File: config.mk
export PLATFORM = sky130hd
export DESIGN_NAME = ilas_cfg_capture
export DESIGN_NICKNAME = d
export VERILOG_FILES = /design/src/rtl/ilas_cap_pkg.sv /design/src/rtl/ilas_octet_bank.sv /design/src/rtl/ilas_lane_capture.sv /design/src/rtl/ilas_cfg_readout.sv /design/src/rtl/ilas_cfg_capture.sv
export SDC_FILE = /design/constraint.sdc
export NUM_CORES = 1
export LEC_CHECK = 0
export ABC_AREA = 1
export ABC_CLOCK_PERIOD_IN_PS = 1550
export BUFFER_PORTS_ARGS = -buffer_cell sky130_fd_sc_hd__buf_2
export CORE_MARGIN = 3
export CORE_UTILIZATION = 40
export DETAILED_ROUTE_END_ITERATION = 10
export GPL_TIMING_DRIVEN = 0
export SETUP_SLACK_MARGIN = 0.2
export SYNTH_ARGS = -nofsm -noshare
export SYNTH_HDL_FRONTEND = slang
export SYNTH_SLANG_ARGS = --single-unit
export TNS_END_PERCENT = 10
File: constraint.sdc
create_clock -name clk -period 1.55 [get_ports clk]
set_input_delay 0.155 -clock clk [delete_from_list [all_inputs] [get_ports clk]]
set_output_delay 0.155 -clock clk [all_outputs]
set_load 0.05 [all_outputs]
File: src/rtl/ilas_cap_pkg.sv
`timescale 1ns/1ps
package ilas_cap_pkg;
  // /Q/ control character code (K28.4)
  localparam logic [7:0] Q_CODE = 8'h9C;

  typedef enum logic [1:0] {
    CAP_IDLE = 2'd0,
    CAP_RUN  = 2'd1,
    CAP_HOLD = 2'd2
  } cap_state_e;
endpackage

File: src/rtl/ilas_octet_bank.sv
`timescale 1ns/1ps
module ilas_octet_bank #(
  parameter int CFG_OCTETS = 14,
  localparam int IDX_W = (CFG_OCTETS > 1) ? $clog2(CFG_OCTETS) : 1
) (
  input  logic                    clk,
  input  logic                    rst_n,
  input  logic                    wr_en,
  input  logic [IDX_W-1:0]        wr_idx,
  input  logic [7:0]              wr_data,
  output logic [CFG_OCTETS*8-1:0] bank_flat
);
  logic [7:0] mem [CFG_OCTETS];

  always_ff @(posedge clk or negedge rst_n) begin
    if (!rst_n) begin
      for (int i = 0; i < CFG_OCTETS; i++) mem[i] <= '0;
    end else if (wr_en) begin
      mem[wr_idx] <= wr_data;
    end
  end

  for (genvar g = 0; g < CFG_OCTETS; g++) begin : g_flat
    assign bank_flat[g*8 +: 8] = mem[g];
  end

  // the write index never leaves the window
  assert_idx_in_range_R4: assert property (@(posedge clk) disable iff (!rst_n)
    wr_en |-> (32'(wr_idx) < CFG_OCTETS));

  // a written octet is visible in the flat bank on the next cycle
  assert_write_lands_R4: assert property (@(posedge clk) disable iff (!rst_n)
    wr_en |=> (bank_flat[32'($past(wr_idx))*8 +: 8] == $past(wr_data)));
endmodule

File: src/rtl/ilas_lane_capture.sv
`timescale 1ns/1ps
module ilas_lane_capture
  import ilas_cap_pkg::*;
#(
  parameter int CFG_OCTETS = 14,
  parameter int MF_W       = 8,
  parameter int CFG_MF     = 1,
  localparam int IDX_W = (CFG_OCTETS > 1) ? $clog2(CFG_OCTETS) : 1
) (
  input  logic             clk,
  input  logic             rst_n,
  input  logic             in_valid,
  input  logic             in_ctrl,
  input  logic [7:0]       in_octet,
  input  logic             in_ilas,
  input  logic [MF_W-1:0]  in_mf,
  output logic             wr_en,
  output logic [IDX_W-1:0] wr_idx,
  output logic [7:0]       wr_data,
  output logic             done,
  output logic             err
);
  localparam logic [IDX_W-1:0] LAST_IDX = IDX_W'(CFG_OCTETS - 1);

  cap_state_e       state;
  logic [IDX_W-1:0] cnt;
  logic             q_hit;

  assign q_hit = in_valid && in_ctrl && (in_octet == Q_CODE) && in_ilas
                 && (in_mf == MF_W'(CFG_MF));

  always_ff @(posedge clk or negedge rst_n) begin
    if (!rst_n) begin
      state <= CAP_IDLE;
      cnt   <= '0;
      done  <= 1'b0;
      err   <= 1'b0;
    end else begin
      unique case (state)
        CAP_IDLE: begin
          if (q_hit) begin
            state <= CAP_RUN;
            cnt   <= '0;
            done  <= 1'b0;
            err   <= 1'b0;
          end
        end
        CAP_RUN: begin
          if (in_valid) begin
            if (in_ctrl) begin
              err   <= 1'b1;
              state <= CAP_HOLD;
            end else if (cnt == LAST_IDX) begin
              done  <= 1'b1;
              state <= CAP_HOLD;
            end else begin
              cnt <= cnt + 1'b1;
            end
          end
        end
        CAP_HOLD: begin
          if (!in_ilas) state <= CAP_IDLE;
        end
        default: state <= CAP_IDLE;
      endcase
    end
  end

  assign wr_en   = (state == CAP_RUN) && in_valid && !in_ctrl;
  assign wr_idx  = cnt;
  assign wr_data = in_octet;

  assert_q_arms_R2: assert property (@(posedge clk) disable iff (!rst_n)
    (state == CAP_IDLE && q_hit) |=> (state == CAP_RUN && !done && !err && cnt == '0));

  assert_idle_keeps_flags_R3: assert property (@(posedge clk) disable iff (!rst_n)
    (state == CAP_IDLE && !q_hit) |=> ($stable(done) && $stable(err)));

  assert_done_on_last_R4: assert property (@(posedge clk) disable iff (!rst_n)
    (state == CAP_RUN && in_valid && !in_ctrl && cnt == LAST_IDX) |=> (done && state == CAP_HOLD));

  assert_no_early_done_R4: assert property (@(posedge clk) disable iff (!rst_n)
    (state == CAP_RUN && !(in_valid && cnt == LAST_IDX)) |=> !done);

  assert_ctrl_aborts_R5: assert property (@(posedge clk) disable iff (!rst_n)
    (state == CAP_RUN && in_valid && in_ctrl) |=> (err && !done && state == CAP_HOLD));

  assert_flags_exclusive_R5: assert property (@(posedge clk) disable iff (!rst_n)
    !(done && err));

  assert_hold_is_deaf_R6: assert property (@(posedge clk) disable iff (!rst_n)
    (state == CAP_HOLD && in_ilas) |=> (state == CAP_HOLD && $stable(done) && $stable(err)));
endmodule

File: src/rtl/ilas_cfg_readout.sv
`timescale 1ns/1ps
module ilas_cfg_readout #(
  parameter int NUM_LANES  = 4,
  parameter int CFG_OCTETS = 14,
  localparam int LANE_W = (NUM_LANES > 1) ? $clog2(NUM_LANES) : 1,
  localparam int WORDS  = (CFG_OCTETS + 3) / 4,
  localparam int WORD_W = (WORDS > 1) ? $clog2(WORDS) : 1,
  localparam int BANK_W = CFG_OCTETS * 8
) (
  input  logic                        clk,
  input  logic                        rst_n,
  input  logic [NUM_LANES*BANK_W-1:0] banks_flat,
  input  logic                        sel_wr_en,
  input  logic [LANE_W-1:0]           sel_lane,
  input  logic                        rd_en,
  input  logic [WORD_W-1:0]           rd_word,
  output logic                        rd_valid,
  output logic [31:0]                 rd_data
);
  localparam int PAD_W      = WORDS * 32;
  localparam int LAST_BYTES = CFG_OCTETS - 4 * (WORDS - 1);
  localparam logic [31:0] PAD_MASK = 32'hFFFF_FFFF << (8 * LAST_BYTES);

  logic [LANE_W-1:0] lane_sel;
  logic [BANK_W-1:0] sel_bytes;
  logic [PAD_W-1:0]  padded;
  logic [31:0]       word_mux;

  always_ff @(posedge clk or negedge rst_n) begin
    if (!rst_n) lane_sel <= '0;
    else if (sel_wr_en) lane_sel <= sel_lane;
  end

  always_comb begin
    sel_bytes = '0;
    for (int l = 0; l < NUM_LANES; l++) begin
      if (lane_sel == LANE_W'(l)) sel_bytes = banks_flat[l*BANK_W +: BANK_W];
    end
    padded   = PAD_W'(sel_bytes);
    word_mux = '0;
    for (int w = 0; w < WORDS; w++) begin
      if (rd_word == WORD_W'(w)) word_mux = padded[w*32 +: 32];
    end
  end

  always_ff @(posedge clk or negedge rst_n) begin
    if (!rst_n) begin
      rd_valid <= 1'b0;
      rd_data  <= '0;
    end else begin
      rd_valid <= rd_en;
      if (rd_en) rd_data <= word_mux;
    end
  end

  assert_read_follows_R11: assert property (@(posedge clk) disable iff (!rst_n)
    rd_en |=> rd_valid);

  assert_no_stray_valid_R11: assert property (@(posedge clk) disable iff (!rst_n)
    !rd_en |=> !rd_valid);

  assert_pad_zero_R9: assert property (@(posedge clk) disable iff (!rst_n)
    (rd_valid && $past(rd_word) == WORD_W'(WORDS - 1)) |-> ((rd_data & PAD_MASK) == '0));

  assert_unsel_zero_R10: assert property (@(posedge clk) disable iff (!rst_n)
    (rd_valid && 32'($past(lane_sel)) >= NUM_LANES) |-> (rd_data == '0));
endmodule

File: src/rtl/ilas_cfg_capture.sv
`timescale 1ns/1ps
module ilas_cfg_capture #(
  parameter int NUM_LANES  = 4,
  parameter int CFG_OCTETS = 14,
  parameter int MF_W       = 8,
  parameter int CFG_MF     = 1,
  localparam int LANE_W = (NUM_LANES > 1) ? $clog2(NUM_LANES) : 1,
  localparam int WORDS  = (CFG_OCTETS + 3) / 4,
  localparam int WORD_W = (WORDS > 1) ? $clog2(WORDS) : 1
) (
  input  logic                      clk,
  input  logic                      rst_n,
  input  logic [NUM_LANES-1:0]      lane_valid,
  input  logic [NUM_LANES-1:0]      lane_ctrl,
  input  logic [NUM_LANES*8-1:0]    lane_octet,
  input  logic [NUM_LANES-1:0]      lane_ilas,
  input  logic [NUM_LANES*MF_W-1:0] lane_mf,
  input  logic                      sel_wr_en,
  input  logic [LANE_W-1:0]         sel_lane,
  input  logic                      rd_en,
  input  logic [WORD_W-1:0]         rd_word,
  output logic                      rd_valid,
  output logic [31:0]               rd_data,
  output logic [NUM_LANES-1:0]      cap_done,
  output logic [NUM_LANES-1:0]      cap_err
);
  localparam int BANK_W = CFG_OCTETS * 8;
  localparam int IDX_W  = (CFG_OCTETS > 1) ? $clog2(CFG_OCTETS) : 1;

  logic [NUM_LANES*BANK_W-1:0] banks_flat;

  for (genvar n = 0; n < NUM_LANES; n++) begin : g_lane
    logic             wr_en;
    logic [IDX_W-1:0] wr_idx;
    logic [7:0]       wr_data;

    ilas_lane_capture #(
      .CFG_OCTETS (CFG_OCTETS),
      .MF_W       (MF_W),
      .CFG_MF     (CFG_MF)
    ) cap_i (
      .clk      (clk),
      .rst_n    (rst_n),
      .in_valid (lane_valid[n]),
      .in_ctrl  (lane_ctrl[n]),
      .in_octet (lane_octet[n*8 +: 8]),
      .in_ilas  (lane_ilas[n]),
      .in_mf    (lane_mf[n*MF_W +: MF_W]),
      .wr_en    (wr_en),
      .wr_idx   (wr_idx),
      .wr_data  (wr_data),
      .done     (cap_done[n]),
      .err      (cap_err[n])
    );

    ilas_octet_bank #(
      .CFG_OCTETS (CFG_OCTETS)
    ) bank_i (
      .clk       (clk),
      .rst_n     (rst_n),
      .wr_en     (wr_en),
      .wr_idx    (wr_idx),
      .wr_data   (wr_data),
      .bank_flat (banks_flat[n*BANK_W +: BANK_W])
    );
  end

  ilas_cfg_readout #(
    .NUM_LANES  (NUM_LANES),
    .CFG_OCTETS (CFG_OCTETS)
  ) rdo_i (
    .clk        (clk),
    .rst_n      (rst_n),
    .banks_flat (banks_flat),
    .sel_wr_en  (sel_wr_en),
    .sel_lane   (sel_lane),
    .rd_en      (rd_en),
    .rd_word    (rd_word),
    .rd_valid   (rd_valid),
    .rd_data    (rd_data)
  );
endmodule

## After elaboration in Yosys (flattened, before gate mapping)

Index checks and enable logic that the tools add are counted.

| cells by class | value |
|---|---|
| add/sub/neg operators | 4 |
| order comparisons | 8 |
| equality and inequality tests | 58 |
| muxes and demuxes | 96 |
| bitwise logic cells | 4 |
| reductions and logical operators | 58 |

Operator list:

| operator | number |
|---|---|
| $bwmux 112 | 4 |
| $mux 112 | 4 |
| $demux 8 s4 | 4 |
| $mux 32 | 4 |
| $mux 4 | 16 |
| $mux 2 | 20 |
| $ne 2x2->1 const B | 20 |
| $reduce_and 5->1 | 8 |
| $eq 8x1->1 const B | 4 |
| $eq 8x8->1 const B | 4 |
| $mux 8 | 4 |
| $pmux 4 s2 | 4 |
| $reduce_and 4->1 | 8 |
| $logic_and 1x1->1 | 28 |
| $mux 1 | 24 |
| $pmux 2 s3 | 4 |
| $ge 5x5->1 const B | 4 |
| $lt 5x1->1 const B | 4 |
| $not 4->5 | 4 |
| $add 4x1->4 const B | 4 |
| $eq 2x2->1 const B | 8 |
| $eq 4x4->1 const B | 4 |
| $ne 2x1->1 const B | 8 |
| $pmux 1 s2 | 8 |
| other kinds (5) | 24 |

| word-level totals | value |
|---|---|
| register bits after elaboration | 515 |
| input port bits | 84 |
| output and inout port bits | 41 |
| logic and storage cells | 303 |

## Depth between registers and ports, before layout

| logic depth | value |
|---|---|
| depth after elaboration | 9 |
| mapped depth | 11 |
| mapped depth without buffers | 9 |

## Hierarchy

From an unflattened synthesis, not the netlist that was laid out.

| second synthesis, totals | value |
|---|---|
| cells, all modules | 3540 |
| area, all modules | 25991.2 um^2 |

Modules (own cells, without submodules):

| module | times used | cells each | area each (um^2) | sequential area each (um^2) |
|---|---|---|---|---|
| ilas_octet_bank | 4 | 515 | 4488.1 | 2802.7 |
| ilas_cfg_readout | 1 | 1092 | 5416.4 | 875.8 |
| ilas_lane_capture | 4 | 97 | 655.6 | 200.2 |

## Worst setup path after synthesis

Ideal clock, no wire load.

| timing | value |
|---|---|
| path type | register to register |
| start point | register g_lane[1].cap_i.state[1] |
| end point | register g_lane[1].bank_i.mem (netlist bit g_lane[1].bank_i.bank_flat[101]) |
| setup time | 0.126 ns |
| arrival | 1.503 ns |
| required time | 1.424 ns |
| path slack | -0.079 ns |
| stages on the path, launching flop included | 10 |
| path buffers | 2 |
| clock period less this slack | 1.629 ns |
| cells stage by stage | dfrtp_1 inv_1 nand2_2 or2_4 nor2_4 buf_12 nand4_4 buf_6 nand2_1 o21ai_2 |

| on the way | value |
|---|---|
| longest elaborated chain between the ends | 3 |

Ends and longest elaborated chain:

| what | line | source |
|---|---|---|
| start: declaration | ilas_lane_capture.sv:25 | `cap_state_e state;` |
| start signal: assignment | ilas_lane_capture.sv:34 | `state <= CAP_IDLE;` |
| start signal: assignment | ilas_lane_capture.sv:42 | `state <= CAP_RUN;` |
| start signal: assignment | ilas_lane_capture.sv:52 | `state <= CAP_HOLD;` |
| $eq 2x1->1 | ilas_lane_capture.sv:69 | `assign wr_en = (state == CAP_RUN) && in_valid && !in_ctrl;` |
| $logic_and 1x1->1 (2 in series) | ilas_lane_capture.sv:69 |  |
| end signal: indexed assignment | ilas_octet_bank.sv:19 | `mem[wr_idx] <= wr_data;` |
| end: declaration | ilas_octet_bank.sv:13 | `logic [7:0] mem [CFG_OCTETS];` |

Every way passes these cells.
A chain may end at the register's enable or synchronous reset.

## Worst setup path after layout

| timing | value |
|---|---|
| start point | register rdo_i.lane_sel[0] |
| end point | register rdo_i.rd_data[21] |

| on the way | value |
|---|---|
| longest elaborated chain between the ends | 9 |
| elaborated cells on any way between the ends | 12 |
| those cells by class | eq/ne: 3; mux: 8; reduce/logical: 1 |

Ends and longest elaborated chain:

| what | line | source |
|---|---|---|
| start: declaration | ilas_cfg_readout.sv:24 | `logic [LANE_W-1:0] lane_sel;` |
| start signal: assignment | ilas_cfg_readout.sv:31 | `else if (sel_wr_en) lane_sel <= sel_lane;` |
| $logic_not 2->1 | ilas_cfg_readout.sv:37 | `if (lane_sel == LANE_W'(l)) sel_bytes = banks_flat[l*BANK_W +: BANK_W];` |
| $mux 112 (3 in series) | ilas_cfg_readout.sv:37 |  |
| $mux 112 (*) | ilas_cfg_readout.sv:37 |  |
| $mux 32 (2 in series) | ilas_cfg_readout.sv:42 | `if (rd_word == WORD_W'(w)) word_mux = padded[w*32 +: 32];` |
| $mux 32 (*) (2 in series) | ilas_cfg_readout.sv:42 |  |
| end signal: assignment | ilas_cfg_readout.sv:52 | `if (rd_en) rd_data <= word_mux;` |
| end: declaration | ilas_cfg_readout.sv:18 | `output logic [31:0] rd_data` |

Every way passes the cells marked *; elsewhere a longest branch is shown, timed or not.

==> summary.txt <==
HP Class - in2async
Core Area - 0.0605 mm^2
Top Ports - 125
First-pass GRT wire length - 143 mm
Hold Vio Cnt, Final - 130
Num Clock Sinks - 515
Compound-Gate Fraction of Synth Area - 13.1%
Cell depth of the worst flop-to-flop path - 7
Peak supply drop - 0.933 mV
Critical R2R Launch - rdo_i.lane_sel[0]
Iteration-0 DRC Markers - 2775
GR Overflow Total - 0
Cell variety after synth - 41
Area delta synth->final - 27.6%
Fin Hold WS - -0.562 ns
Post-synthesis instance area - 0.0245 mm^2
Final antenna-violating net count - 0
Commonest non-fill, non-tap cell in the layout - nand2_1
CTS Buffer Depth - 3
Final Skew - 0.0221 ns
Die H - 253 um
WS Path Type - reg2reg
CTS tree - yes
R2R Setup Slk - -0.43 ns
Largest family of logic cells by synthesized area - simple AND/OR/NAND/NOR gates
HPWL after DPL - 70.6 mm
Root buffer cell - clkbuf_16
Rel. slew slack - 18.0%
Worst Setup End Kind - register
Syn Nets - 3139
Skew-Pair Late Insertion Delay - 0.64 ns
Pwr dens - 1260 mW/mm^2
Yosys reg bits - 515
Nets - 3458
Mean Syn Cell Area - 8.06 um^2
Gr usage total - 30.3%
Most frequent cells in the layout - nand2_1, dfrtp_1, o21ai_0
DIE AREA - 0.0642 mm^2
Post-Synth XOR/XNOR Area - 0.107%
Tcrit/Tclk final - 128%
N_diodes - 0
Critical Path Source Type - register
WP data required - 2.06 ns
Actual slew at the worst max-slew pin - 1.23 ns
Crit path max fanout - 10
Post-Synth Simple-Gate Area - 26.0%
Share of cells above drive strength 1 - 22.6%
Post-Route WL - 99.3 mm
Mux contribution to synthesized area - 0%
Synth Area in Adders - 0.818%
Minimum clock period after layout - 1.98 ns
Final worst setup slack - -0.434 ns
Num CTS Buffers - 57
# hold bufs at CTS - 54
Cell count after synthesis - 3039
# rows - 90
Final Wtd Congestion - 1.02
Max Slew Vio Count - 0
Via density per instance - 5.51
Worst EP arrival - 2.49 ns
Setup-failing EPs final - 419
MaxCap Viol Count - 0
Wire length per cell - 23.7 um
Drt drc - 0
Worst-path clk slew - 0.06 ns
Initial antenna violation count - 1
Warnings from Yosys - 0
Status - finished with violations
Die Width - 253 um
Largest net degree at the start of global routing - 111
RSZ-0062 raised after global routing - yes
Register area share after synthesis - 52.6%
Vias in the first global route - 22000
CTS H-Tree Depth - 2
Leakage - 14.8 nW
Initial DRT Pass Iterations - 5
DR vias - 23100
Worst setup startpoint - rdo_i.lane_sel[0]
TNS Setup - -63.83 ns
Violated checks - negative hold slack, negative setup slack
Maximum clock frequency - 0.504 GHz
RR Endpoint - rdo_i.rd_data[21]
Effective utilization at floorplan - 40.5%
Number of port buffers - 122
## Yosys cell counts (all sizes together)
master / n / area [um^2]
nand3b: 4 / 30.0
and2: 1 / 6.26
dfrtp: 515 / 12900
xor2: 2 / 17.5
inv: 235 / 882
nand2: 994 / 3760
o211ai: 7 / 52.6
nor4: 4 / 85.1
o21a: 1 / 7.51
buf: 83 / 562
o21bai: 4 / 30.0
nand4: 43 / 365
xnor2: 1 / 8.76
nor3: 7 / 40.0
clkbuf: 89 / 335
a21oi: 59 / 295
nand3: 186 / 1110
ha: 16 / 200
o21ai: 547 / 2770
clkinv: 2 / 7.51
nor2: 208 / 828
o31ai: 8 / 60.1
or2: 23 / 146
## worst max-delay path, cell delays in order (launching register included)
cell	delay, ns
dfrtp_2	0.46
inv_1	0.16
clkbuf_8	0.22
nand2_4	0.15
o211ai_1	0.50
a21oi_1	0.18
nand3_2	0.11
nand2_1	0.05
## flip-flops by register name, summed over array words and instances, names as in the netlist
register                 cells
g_lane.cap_i.done            4
rdo_i.rd_data               32
g_lane.bank_i.bank_flat    448
g_lane.cap_i.err             4
rdo_i.lane_sel               2
g_lane.cap_i.wr_idx         16
g_lane.cap_i.state           8
rdo_i.rd_valid               1
## power by group
part / leakage [nW] / switching, W / total [W] / internal [W]
logic: 6.90 / 0.00622 / 0.00916 / 0.00294
clock network: 0.958 / 0.00588 / 0.0142 / 0.00828
registers: 6.95 / 0.00109 / 0.0161 / 0.0150
## worst max-delay path by stage
stage	slack [ns]	endpoint	cells after the start
3_3_place_gp	-11.51	g_lane[3].cap_i.wr_idx[3]	1
5_1_grt	-0.41	rdo_i.rd_data[28]	8
3_5_place_dp	-1.41	rdo_i.rd_data[14]	7
4_1_cts	-0.38	rdo_i.rd_data[14]	9
6_report	-0.43	rdo_i.rd_data[21]	7
2_1_floorplan	-0.06	g_lane[1].bank_i.bank_flat[101]	9
## logic make-up (layout without fill, tap and decap cells)
kind of cell    count (synthesis)  in the layout
simple gates                 1470           1471
xor+xnor                        3              3
fa+ha+maj                      16             16
flops                         515            515
compound gates                626            626
buf+inv                       409            774
## what timing repair did
action	in CTS	in global routing
hold endpoints to repair	267	130
setup endpoints to repair	661	660
setup buffers	34	28
gates cloned	5	12
resized for setup	339	366
pin swaps	35	40
## per-stage QoR
step | power [W] | util [%] | cells | setup slack [ns] | cell area, um^2
after floorplan | 0.0206 | - | 3039 | -0.0578 | 24600
after global placement | 0.0235 | 43.3 | 3943 | -11.51 | 26200
after detailed placement | 0.0236 | 43.5 | 3948 | -1.41 | 26300
after CTS | 0.0386 | 49.7 | 4147 | -0.384 | 30000
after global routing | 0.0408 | 51.6 | 4187 | -0.414 | 31200
final | 0.0394 | 51.6 | 4187 | -0.434 | 31200
## layer usage
layer  part of all wire [%]  track usage (%)
met5                  0.013                0
met4                    6.1             16.5
met3                    8.8             6.19
met2                     45             47.0
met1                     41             40.0
## final cells by class
type	instances	area, um^2
flip-flops and latches	515	12900
well taps	782	978
repair buffers	259	2130
inverters	237	912
plain buffers	172	1390
clock inverters	23	268
fillers	5814	29200
multi-input cells	2116	11000
clock buffers	83	1660
(Power assumes the default switching activity.)
